## src/rtl/irq_ack_pkg.sv

```systemverilog
package irq_ack_pkg;
  typedef enum logic [1:0] {
    ST_IDLE    = 2'd0,
    ST_CYC1    = 2'd1,
    ST_CYC2    = 2'd2,
    ST_DELIVER = 2'd3
  } ack_state_t;
endpackage

```

## src/rtl/irq_sync.sv

```systemverilog
module irq_sync #(
  parameter int STAGES = 2
) (
  input  logic clk,
  input  logic rst_n,
  input  logic d_async,
  output logic q_sync
);
  localparam int LAST = STAGES - 1;
  logic [LAST:0] chain;

  genvar g;
  generate
    for (g = 0; g < STAGES; g++) begin : g_stage
      if (g == 0) begin : g_head
        always_ff @(posedge clk) begin
          if (!rst_n) chain[0] <= 1'b0;
          else        chain[0] <= d_async;
        end
      end else begin : g_tail
        always_ff @(posedge clk) begin
          if (!rst_n) chain[g] <= 1'b0;
          else        chain[g] <= chain[g-1];
        end
      end
    end
  endgenerate

  assign q_sync = chain[LAST];
endmodule

```

## src/rtl/irq_ack_fsm.sv

```systemverilog
module irq_ack_fsm
  import irq_ack_pkg::*;
(
  input  logic clk,
  input  logic rst_n,
  input  logic irq_seen,
  input  logic ie_set,
  input  logic ie_clr,
  input  logic cyc_done,
  input  logic vec_ready,
  output logic ie_flag,
  output logic cyc_req,
  output logic cyc_first,
  output logic bus_lock,
  output logic capture,
  output logic vec_valid
);
  ack_state_t state, state_nx;
  logic       deliver;

  assign deliver = (state == ST_DELIVER) && vec_ready;
  assign capture = (state == ST_CYC2) && cyc_done;

  always_comb begin
    state_nx = state;
    unique case (state)
      ST_IDLE:    if (irq_seen && ie_flag) state_nx = ST_CYC1;
      ST_CYC1:    if (cyc_done)            state_nx = ST_CYC2;
      ST_CYC2:    if (cyc_done)            state_nx = ST_DELIVER;
      ST_DELIVER: if (vec_ready)           state_nx = ST_IDLE;
      default:                             state_nx = ST_IDLE;
    endcase
  end

  always_ff @(posedge clk) begin
    if (!rst_n) state <= ST_IDLE;
    else        state <= state_nx;
  end

  always_ff @(posedge clk) begin
    if (!rst_n)                   ie_flag <= 1'b0;
    else if (ie_set)              ie_flag <= 1'b1;
    else if (ie_clr || deliver)   ie_flag <= 1'b0;
  end

  assign cyc_req   = (state == ST_CYC1) || (state == ST_CYC2);
  assign bus_lock  = cyc_req;
  assign cyc_first = (state == ST_CYC1);
  assign vec_valid = (state == ST_DELIVER);
endmodule

```

## src/rtl/vec_hold.sv

```systemverilog
module vec_hold #(
  parameter int VEC_W = 8
) (
  input  logic             clk,
  input  logic             rst_n,
  input  logic             capture,
  input  logic [VEC_W-1:0] din,
  output logic [VEC_W-1:0] dout
);
  always_ff @(posedge clk) begin
    if (!rst_n)       dout <= '0;
    else if (capture) dout <= din;
  end
endmodule

```

## src/rtl/irq_ack_seq.sv

```systemverilog
module irq_ack_seq #(
  parameter int SYNC_STAGES = 2,
  parameter int VEC_W       = 8
) (
  input  logic             clk,
  input  logic             rst_n,
  input  logic             irq_async,
  input  logic             ie_set,
  input  logic             ie_clr,
  output logic             ie_flag,
  output logic             cyc_req,
  output logic             cyc_first,
  output logic             bus_lock,
  input  logic             cyc_done,
  input  logic [VEC_W-1:0] cyc_rdata,
  output logic             vec_valid,
  input  logic             vec_ready,
  output logic [VEC_W-1:0] vec_data
);
  logic irq_seen;
  logic capture;

  irq_sync #(.STAGES(SYNC_STAGES)) u_sync (
    .clk(clk), .rst_n(rst_n), .d_async(irq_async), .q_sync(irq_seen)
  );

  irq_ack_fsm u_fsm (
    .clk(clk), .rst_n(rst_n), .irq_seen(irq_seen),
    .ie_set(ie_set), .ie_clr(ie_clr), .cyc_done(cyc_done),
    .vec_ready(vec_ready), .ie_flag(ie_flag), .cyc_req(cyc_req),
    .cyc_first(cyc_first), .bus_lock(bus_lock), .capture(capture),
    .vec_valid(vec_valid)
  );

  vec_hold #(.VEC_W(VEC_W)) u_vec (
    .clk(clk), .rst_n(rst_n), .capture(capture),
    .din(cyc_rdata), .dout(vec_data)
  );
endmodule

```

## config.mk

```make
export PLATFORM = sky130hd
export DESIGN_NAME = irq_ack_seq
export DESIGN_NICKNAME = d
export VERILOG_FILES = /design/src/rtl/irq_ack_pkg.sv /design/src/rtl/irq_sync.sv /design/src/rtl/irq_ack_fsm.sv /design/src/rtl/vec_hold.sv /design/src/rtl/irq_ack_seq.sv
export SDC_FILE = /design/constraint.sdc
export NUM_CORES = 1
export LEC_CHECK = 0
export ABC_AREA = 0
export BUFFER_PORTS_ARGS = -buffer_cell sky130_fd_sc_hd__buf_2
export CAP_MARGIN = 20
export CORE_MARGIN = 2
export CORE_UTILIZATION = 35
export CTS_BUF_LIST = sky130_fd_sc_hd__clkbuf_2
export CTS_CLUSTER_DIAMETER = 200
export DETAILED_ROUTE_END_ITERATION = 12
export HOLD_SLACK_MARGIN = 0.12
export SETUP_SLACK_MARGIN = 0.15
export SYNTH_ARGS = -nofsm -noshare
export SYNTH_HDL_FRONTEND = slang
export SYNTH_SLANG_ARGS = --single-unit
```

## constraint.sdc

```tcl
create_clock -name clk -period 3.7 [get_ports clk]
set_input_delay 0.925 -clock clk [delete_from_list [all_inputs] [get_ports clk]]
set_output_delay 0.925 -clock clk [all_outputs]
set_load 0.03 [all_outputs]
```

==> results of run 1 <==
power by group through the flow:
stage          Clock (mW)  Combinational [mW]  Sequential, mW
2_1_floorplan           0              0.0882           0.165
3_3_place_gp            0               0.114           0.159
3_5_place_dp            0               0.115           0.159
4_1_cts            0.0785               0.115           0.156
5_1_grt            0.0870               0.123           0.157
6_report           0.0739               0.113           0.156
routing by layer:
layer / track usage (%) / vias to the layer above / wire, um
li1: - / 272 / -
met1: 15.6 / 229 / 556
met2: 16.9 / 8 / 561
met3: 5.16 / 0 / 46
met4: 3.43 / 0 / 0
met5: 0 / - / 0
registers in the layout, summed over array words and instances, names as in the netlist:
| name | cells |
|---|---|
| u_sync.chain | 1 |
| u_fsm.ie_flag | 1 |
| u_vec.dout | 8 |
| u_sync.q_sync | 1 |
| u_fsm.state | 2 |
kinds of logic after synthesis:
group	after synthesis	synth area share (%)
buf+inv	8	7.29
simple gates	23	16.4
compound gates	13	18.8
flops	13	42.1
mux	2	3.24
fa+ha+maj	6	12.1
placed cells by master (no fill, tap or decap):
cell type	Yosys	layout
nand3_1	8	8
inv_1	4	4
and2_1	2	2
a211oi_1	1	1
ha_1	6	6
mux2i_1	2	2
buf_2	0	27
o21a_1	1	1
dfxtp_1	13	13
clkbuf_2	0	4
a21boi_0	8	8
o21ba_1	1	1
o21ai_0	1	1
nand2_1	13	13
a221oi_4	1	1
final cells by class:
type	count	area [um2]	area share, %
Timing Repair Buffer	27	135	17.7
Sequential cell	13	260	34.0
Clock buffer	4	20.0	2.62
Tap cell	17	21.3	2.78
Inverter	4	15.0	1.96
Multi-Input combinational cell	44	313	40.9
through the flow:
stage / worst slack (ns) / cells / util, %
4_1_cts: 1.46 / 109 / 45.3
3_5_place_dp: 1.79 / 105 / 44.1
3_3_place_gp: 1.82 / 105 / 44.1
6_report: 1.48 / 109 / 45.3
5_1_grt: 1.39 / 109 / 45.3
2_1_floorplan: 1.65 / 65 / -
worst min-delay path by stage:
stage                          from       endpoint  depth (start not counted)  slack, ns
global placement    u_sync.chain[0]  u_sync.q_sync                          1       0.42
global route        u_sync.chain[0]  u_sync.q_sync                          1       0.49
detailed placement  u_sync.chain[0]  u_sync.q_sync                          1       0.42
finish              u_sync.chain[0]  u_sync.q_sync                          1       0.45
CTS                 u_sync.chain[0]  u_sync.q_sync                          1       0.45
floorplan           u_sync.chain[0]  u_sync.q_sync                          1       0.41
==> results_dict.tcl, run 1 <==
set metrics [dict create \
    grt_pass1_vias 412 \
    fillerInstances 184 \
    crit_path_top_delay_cell "dfxtp_1" \
    cts_made_buffers 3 \
    critPathCapture "cyc_req" \
    postLayoutCellArea_um2 764 \
    track_usage_pct 11.7 \
    finalMaxSlewViolations 0 \
    status "finished clean" \
    syn_area_um2 618 \
    path_cells "inv_1, ha_1, buf_2" \
    tns_ns 0 \
    fmax_mhz 451 \
    critPathKind "reg2out" \
    r2r_slack_ns 2.09 \
    cts.sinks 13 \
    clk_pin_slew_ns 0.13 \
    yosysTopAreaCellShare_pct 42.1 \
    dpl-instance-area_um2 744 \
    antenna_cells 0 \
    synthTopCellsByArea "dfxtp_1 (42%), ha_1 (12%), a21boi_0 (9.7%), nand2_1 (7.9%), nand3_1 (6.5%)" \
    antenna_left 0 \
    wirelength_um 1160 \
    ff2ff_path_depth 5 \
    cp_max_fo 5 \
    final.period_utilization_pct 59.9 \
    finalNetCount 114 \
    min_period_ns 2.22 \
    seq_power_share_pct 45.5 \
    arrival_ns 1.29 \
    clockBufferDepth 2 \
    rsz0062_at_grt "false" \
    area_delta_synth_final_pct 23.7 \
    synth_ff_type "dfxtp_1" \
    p_sw_mw 0.123 \
    holdBufCountCts 0 \
    dp_hpwl_um 899 \
    clockPowerShare_pct 21.5 \
    skew_ns 0.00759 \
    ir_drop_mv 0.206 \
    slew-limit-headroom_pct 75.6 \
    synth_warnings 0 \
    synth_edf_count 0 \
    start_kind "flip-flop" \
    cp_num_buf_inv 2 \
    vias_per_cell 4.67 \
    wl_per_cell_um 10.7 \
    dieArea_mm2 0.00212 \
    die_h_um 46.0 \
    synth_top_area_cell "dfxtp_1" \
    p_comb_share_pct 33.0 \
    port-buffer-count 27 \
    hold_violations 0 \
    drtPass1Iterations 2 \
    antenna_found_initial 0 \
    timing.rr.end "u_fsm.state[0]" \
    synth.avg_cell_area_um2 9.51 \
    post_cts_resized 0 \
    max_slew.worst_pin.slew_ns 0.366 \
    p_leak_nw 0.360 \
    worstHoldPathType "reg2reg" \
    synthCells 65 \
    reg2reg_from "u_fsm.state[0]" \
    core_mm2 0.00169 \
    num_io_pins 28 \
    setup_viol 0 \
    fp.dieW_um 46.0 \
    slowest_delay_ns 0.42 \
    power_mw 0.343 \
    synth.ff_latch_count 13 \
    synth_cell_types 16 \
    p_per_area_mw_per_mm2 449 \
    cell_internal_pwr_mw 0.220 \
    start_util_pct 36.6 \
    initialDrtViolationCount 10 \
    crit_path_end_kind "output pin" \
    synthTopCellsByCount "dfxtp_1 (13), nand2_1 (13), a21boi_0 (8), nand3_1 (8), ha_1 (6)" \
    clk_latency_ns 0.27 \
    num_rows 15 \
    async_flop_share_pct 0 \
    switching_share_pct 35.8 \
    maxCapViolCount 0 \
    grt_max_degree 16 \
    vias 509 \
    yosysSeqAreaShare_pct 42.1 \
    htreeDepth 1 \
    grt_pass1_wl_um 1780 \
    root_buffer "clkbuf_2" \
    cts_tree "built" \
    required_ns 2.77 \
    drive_above_1_share_pct 34.8 \
    gp_congestion 0.649 \
    path_depth 3 \
    cpLargestDelayFamily "flip-flops" \
    post_cts_buffers 0 \
    holdWs_ns 0.452 \
    startpoint "u_fsm.state[1]" \
    synth_fp_nets 86 \
    drc 0 \
    grt_overflow 0 \
]
No activity file was read; power rests on OpenSTA's default activity.
==> run 2, diff against run 1 <==
--- a/config.mk
+++ b/config.mk
@@ -5,7 +5,7 @@
 export SDC_FILE = /design/constraint.sdc
 export NUM_CORES = 1
 export LEC_CHECK = 0
-export ABC_AREA = 0
+export ABC_AREA = 1
 export BUFFER_PORTS_ARGS = -buffer_cell sky130_fd_sc_hd__buf_2
 export CAP_MARGIN = 20
 export CORE_MARGIN = 2
@@ -14,6 +14,7 @@
 export CTS_CLUSTER_DIAMETER = 200
 export DETAILED_ROUTE_END_ITERATION = 12
 export HOLD_SLACK_MARGIN = 0.12
+export PLACE_DENSITY = 0.66
 export SETUP_SLACK_MARGIN = 0.15
 export SYNTH_ARGS = -nofsm -noshare
 export SYNTH_HDL_FRONTEND = slang
==> constraint.sdc (replaced) <==
create_clock -name clk -period 1.9 [get_ports clk]
set_input_delay 0.475 -clock clk [delete_from_list [all_inputs] [get_ports clk]]
set_output_delay 0.475 -clock clk [all_outputs]
set_load 0.03 [all_outputs]
==> results_dict.tcl, run 2 <==
set metrics [dict create \
    yosys-mux-area-fraction_pct 0 \
    mostFrequentLayoutCell "buf_2" \
    path_cells "inv_1, ha_4, buf_4" \
    yosys.area_share.simple_pct 25.3 \
    dp_hpwl_um 933 \
    arrival_ns 1.17 \
    grt_overflow 0 \
    synthCells 77 \
    area_delta_synth_final_pct 33.0 \
    p_per_area_mw_per_mm2 1390 \
    fp.dieW_um 44.9 \
    start_util_pct 37.9 \
    crit_path_end_kind "output pin" \
    cpLargestDelayFamily "flip-flops" \
    vias 549 \
    htreeDepth 1 \
    utilization_pct 50.4 \
    ir_drop_mv 0.534 \
    setup_viol 0 \
    cp_max_fo 5 \
    wl_per_cell_um 9.51 \
    r2r_slack_ns 0.63 \
    critPathKind "reg2out" \
    switching_share_pct 45.3 \
    synthTopCellsByCount "nor2_1 (24), dfxtp_1 (13), o21ai_0 (9), inv_1 (8), nand2_1 (7)" \
    synth_edf_count 0 \
    gp_congestion 0.709 \
    p_comb_share_pct 53.9 \
    clk_pin_slew_ns 0.12 \
    synth.avg_cell_area_um2 7.59 \
    grt_pass1_wl_um 1900 \
    holdBufCountCts 0 \
    cell_internal_pwr_mw 0.591 \
    initialDrtViolationCount 3 \
    synth.most_common_cell "nor2_1" \
    reg2reg_from "u_fsm.state[0]" \
    synth.ff_latch_count 13 \
    skew_ns 0.00398 \
    clk_latency_ns 0.26 \
    num_io_pins 28 \
    min_period_ns 1.64 \
    final.period_utilization_pct 86.5 \
    synth_top_family_by_area "simple AND/OR/NAND/NOR gates" \
    p_sw_mw 0.489 \
    ff2ff_path_depth 6 \
    hold_path_end "u_sync.chain[0]" \
    syn_area_um2 584 \
    vias_per_cell 4.46 \
    synth_cell_types 13 \
    hold_path.startpoint "irq_async" \
    clockBufferDepth 2 \
    slowest_delay_ns 0.39 \
    tns_ns 0 \
    synth_top_area_cell "dfxtp_1" \
    grt_max_degree 14 \
    hold_violations 0 \
    finalNetCount 129 \
    async_flop_share_pct 0 \
    fmax_mhz 608 \
    timing.rr.end "u_fsm.state[0]" \
    num_rows 14 \
    max_slew.worst_pin.slew_ns 0.234 \
    cp_num_buf_inv 2 \
    core_mm2 0.00154 \
    maxCapViolCount 0 \
    drc 0 \
    finalMaxSlewViolations 0 \
    synth_fa_ha_area_share_pct 12.8 \
    synth_ff_type "dfxtp_1" \
    synth_warnings 0 \
    die_h_um 44.9 \
    antenna_left 0 \
    antenna_cells 0 \
    start_kind "flip-flop" \
    drtPass1Iterations 3 \
    synth_compound_area_share_pct 9.42 \
    seq_power_share_pct 33.5 \
    port-buffer-count 27 \
    dieArea_mm2 0.00201 \
    status "finished clean" \
    drive_above_1_share_pct 36.4 \
    p_leak_nw 0.420 \
    reg_top3 "u_vec.dout x8, u_fsm.state x2" \
    rsz0062_at_grt "false" \
    hold_path_depth 3 \
    largest_register "u_vec.dout" \
    yosysSeqAreaShare_pct 44.5 \
    wirelength_um 1170 \
    cts_tree "built" \
    track_usage_pct 13.3 \
    required_ns 1.42 \
    grt_pass1_vias 476 \
    cts.sinks 13 \
    slew-limit-headroom_pct 84.2 \
    antenna_found_initial 0 \
    mostFrequentLayoutCells "buf_2 (25), nor2_1 (24), dfxtp_1 (11), o21ai_0 (9), inv_1 (8)" \
    crit_path_top_delay_cell "dfxtp_4" \
    synth-xor-area-share_pct 0 \
    synth_fp_nets 98 \
    synthTopCellsByArea "dfxtp_1 (45%), nor2_1 (15%), ha_1 (13%), o21ai_0 (7.7%), inv_1 (5.1%)" \
    clockPowerShare_pct 12.6 \
    largest_reg_flops 8 \
    worstHoldPathType "in2reg" \
    root_buffer "clkbuf_2" \
    yosysTopAreaCellShare_pct 44.5 \
    cts_made_buffers 3 \
]
-- run 2: cell count changes after synthesis, moves of 4 or more --
cell / delta
o21ai_0: +8
a21boi_0: -8
nand3_1: -8
nor2_1: +24
nand2_1: -6
inv_1: +4
-- run 2: metal layers --
layer	vias to the layer above	GRT usage (%)	routed length, um
li1	298	-	-
met1	237	15.3	532
met2	14	22.0	565
met3	0	4.40	72
met4	0	7.06	0
met5	-	0	0
-- run 2: kinds of logic (layout without fill, tap and decap cells) --
family / after synthesis / in the layout
flip-flops: 13 / 13
AO/OA/AOI/OAI: 11 / 11
AND/OR/NAND/NOR: 36 / 36
buffers and inverters: 11 / 41
adder cells (fa/ha/maj): 6 / 6
-- run 2: final cells by class --
type / instances / area (um2)
Multi-Input combinational cell: 53 / 290
Inverter: 9 / 33.8
Clock inverter: 1 / 5.00
Fill cell: 164 / 764
Sequential cell: 13 / 265
Clock buffer: 3 / 15.0
Timing Repair Buffer: 28 / 148
Tap cell: 16 / 20.0
-- run 2: worst min-delay path: cells and delay by family --
kind,cells,cell delay (ns)
buffers and inverters,2,0.11
AND/OR/NAND/NOR,1,0.04
-- run 2: per-stage QoR --
| stage | hold slack (ns) | cells | power, mW | cell area, um2 | setup WS (ns) |
|---|---|---|---|---|---|
| 2_1_floorplan | 0.390 | 77 | 0.786 | 584 | 0.296 |
| 5_1_grt | 0.379 | 123 | 1.17 | 777 | 0.183 |
| 4_1_cts | 0.370 | 122 | 1.05 | 754 | 0.167 |
| 3_3_place_gp | 0.394 | 118 | 0.876 | 727 | 0.455 |
| 6_report | 0.384 | 123 | 1.08 | 777 | 0.256 |
| 3_5_place_dp | 0.400 | 118 | 0.892 | 727 | 0.415 |
-- run 2: worst max-delay path by stage --
stage                     slack (ns)        to  cells past startpoint      startpoint
final                           0.26   cyc_req                      3  u_fsm.state[1]
after global routing            0.18   cyc_req                      3  u_fsm.state[1]
after CTS                       0.17   cyc_req                      3  u_fsm.state[0]
after detailed placement        0.41   cyc_req                      3  u_fsm.state[1]
after global placement          0.46  bus_lock                      3  u_fsm.state[0]
after floorplan                 0.30   cyc_req                      3  u_fsm.state[1]
-- run 2: power groups by stage --
| stage | clock [mW] | combinational (mW) | sequential (mW) |
|---|---|---|---|
| after CTS | 0.139 | 0.547 | 0.365 |
| after detailed placement | 0 | 0.525 | 0.367 |
| final | 0.136 | 0.582 | 0.362 |
| after floorplan | 0 | 0.361 | 0.424 |
| after global placement | 0 | 0.514 | 0.362 |
| after global routing | 0.153 | 0.651 | 0.370 |
-- run 2: repair_timing --
action / in CTS / in global routing
gates cloned: 0 / 0
setup buffers: 0 / 1
gates resized for setup: 4 / 2
setup endpoints to repair: 2 / 2
==> run 3, diff against run 2 <==
--- a/config.mk
+++ b/config.mk
@@ -6,15 +6,15 @@
 export NUM_CORES = 1
 export LEC_CHECK = 0
 export ABC_AREA = 1
-export BUFFER_PORTS_ARGS = -buffer_cell sky130_fd_sc_hd__buf_2
 export CAP_MARGIN = 20
 export CORE_MARGIN = 2
 export CORE_UTILIZATION = 35
 export CTS_BUF_LIST = sky130_fd_sc_hd__clkbuf_2
 export CTS_CLUSTER_DIAMETER = 200
 export DETAILED_ROUTE_END_ITERATION = 12
+export DONT_BUFFER_PORTS = 1
 export HOLD_SLACK_MARGIN = 0.12
-export PLACE_DENSITY = 0.66
+export PLACE_DENSITY = 0.57
 export SETUP_SLACK_MARGIN = 0.15
 export SYNTH_ARGS = -nofsm -noshare
 export SYNTH_HDL_FRONTEND = slang
==> results_dict.tcl, run 3 (synthesis results as in run 2) <==
set metrics [dict create \
    cts.sinks 13 \
    antenna_left 0 \
    arrival_ns 1.16 \
    htreeDepth 1 \
    drive_above_1_share_pct 13.9 \
    wirelength_um 1140 \
    mostFrequentLayoutCell "nor2_1" \
    antenna_found_initial 0 \
    postLayoutCellArea_um2 627 \
    post_cts_buffers 0 \
    initialDrtViolationCount 7 \
    fillerInstances 182 \
    cts_made_buffers 3 \
    mostFrequentLayoutCells "nor2_1 (24), dfxtp_1 (11), o21ai_0 (9), inv_1 (8), nand2_1 (7)" \
    wl_per_cell_um 12.0 \
    critPathKind "reg2out" \
    port-buffer-count 0 \
    grt_pass1_vias 424 \
    maxCapViolCount 0 \
    tns_ns 0 \
    antenna_cells 0 \
    fp.dieW_um 44.9 \
    p_leak_nw 0.291 \
    skew_ns 0.00298 \
    core_mm2 0.00154 \
    final.period_utilization_pct 86.2 \
    clockBufferDepth 2 \
    fmax_mhz 610 \
    dpl-instance-area_um2 592 \
    reg_top3 "u_vec.dout x8, u_fsm.state x2" \
    grt_max_degree 14 \
    slowest_delay_ns 0.41 \
    dieArea_mm2 0.00201 \
    cpLargestDelayFamily "adder cells" \
    area_delta_synth_final_pct 7.28 \
    required_ns 1.42 \
    finalNetCount 101 \
    worstHoldPathType "in2reg" \
    num_io_pins 28 \
    hold_violations 0 \
    start_util_pct 37.9 \
    setup_viol 0 \
    largest_register "u_vec.dout" \
    die_h_um 44.9 \
    track_usage_pct 12.5 \
    vias_per_cell 4.74 \
    min_period_ns 1.64 \
    r2r_slack_ns 0.44 \
    root_buffer "clkbuf_2" \
    num_rows 14 \
    p_per_area_mw_per_mm2 1600 \
    rsz0062_at_grt "false" \
    dp_hpwl_um 864 \
    max_slew.worst_pin.slew_ns 0.372 \
    start_kind "flip-flop" \
    drc 0 \
    holdWs_ns 0.302 \
    grt_pass1_wl_um 1770 \
    drtPass1Iterations 2 \
    path_cells "inv_1, ha_1" \
    holdBufCountCts 0 \
    cts_tree "built" \
    cp_num_buf_inv 1 \
    cp_max_fo 5 \
    multi_input_area_um2 290 \
    largest_reg_flops 8 \
    regArea_um2 263 \
    status "finished clean" \
    clk_pin_slew_ns 0.12 \
    grt_overflow 0 \
    crit_path_top_delay_cell "ha_1" \
    ir_drop_mv 0.626 \
    vias 450 \
    gp_congestion 0.722 \
    crit_path_end_kind "output pin" \
    clk_latency_ns 0.26 \
    finalMaxSlewViolations 0 \
    slew-limit-headroom_pct 75.2 \
]
-- run 3: changes by cell type in the layout (fill, tap and decap cells not counted) --
cell and change:
buf_2 -25, buf_4 -3, clkbuf_2 +1, clkinv_2 -1
dfxtp_2 +1, dfxtp_4 -1
-- run 3: cell type report --
class,instances,share of cell area [%]
Multi-Input combinational cell,53,46.3
Sequential cell,13,41.9
Inverter,9,5.39
Clock buffer,4,3.19
Tap cell,16,3.19
-- run 3: metrics by stage --
| stage | std cells | worst slack, ns | utilization, % | total power, mW |
|---|---|---|---|---|
| final | 95 | 0.261 | 40.7 | 1.00 |
| after global routing | 95 | 0.173 | 40.7 | 1.08 |
| after CTS | 95 | 0.192 | 40.5 | 1.01 |
| after detailed placement | 91 | 0.278 | 38.4 | 0.820 |
| after global placement | 91 | 0.327 | 38.4 | 0.810 |
| after floorplan | 77 | 0.296 | - | 0.786 |
-- run 3: routing by layer --
layer / track usage, % / up-vias / part of all wire, %
li1: - / 240 / -
met1: 14.1 / 196 / 45
met2: 20.0 / 14 / 48
met3: 6.00 / 0 / 7.1
met4: 5.29 / 0 / 0
met5: 0 / - / 0
-- run 3: final timing paths --
path                   startpoint             end  cells after the start
setup / recovery   u_fsm.state[1]       cyc_first                      2
hold / removal              rst_n   u_sync.q_sync                      2
setup reg to reg   u_fsm.state[1]  u_fsm.state[0]                      6
hold reg to reg   u_sync.chain[0]   u_sync.q_sync                      2
-- run 3: worst reg2reg max path, stage by stage, from the launching register on --
cell	delay [ns]
dfxtp_2	0.38
inv_1	0.10
ha_1	0.33
o21ai_0	0.30
nand4_1	0.12
nand2_1	0.08
nor2_1	0.04
-- run 3: power breakdown --
group | total (mW) | internal [mW] | switching [mW]
logic | 0.430 | 0.153 | 0.276
clock network | 0.139 | 0.0559 | 0.0835
registers | 0.431 | 0.328 | 0.103
-- run 3: what timing repair did --
| action | CTS | global route |
|---|---|---|
| pin swaps | 0 | 1 |
| resized for setup | 2 | 2 |
| endpoints found under the setup margin | 2 | 2 |
| endpoints found under the hold margin | 0 | 0 |
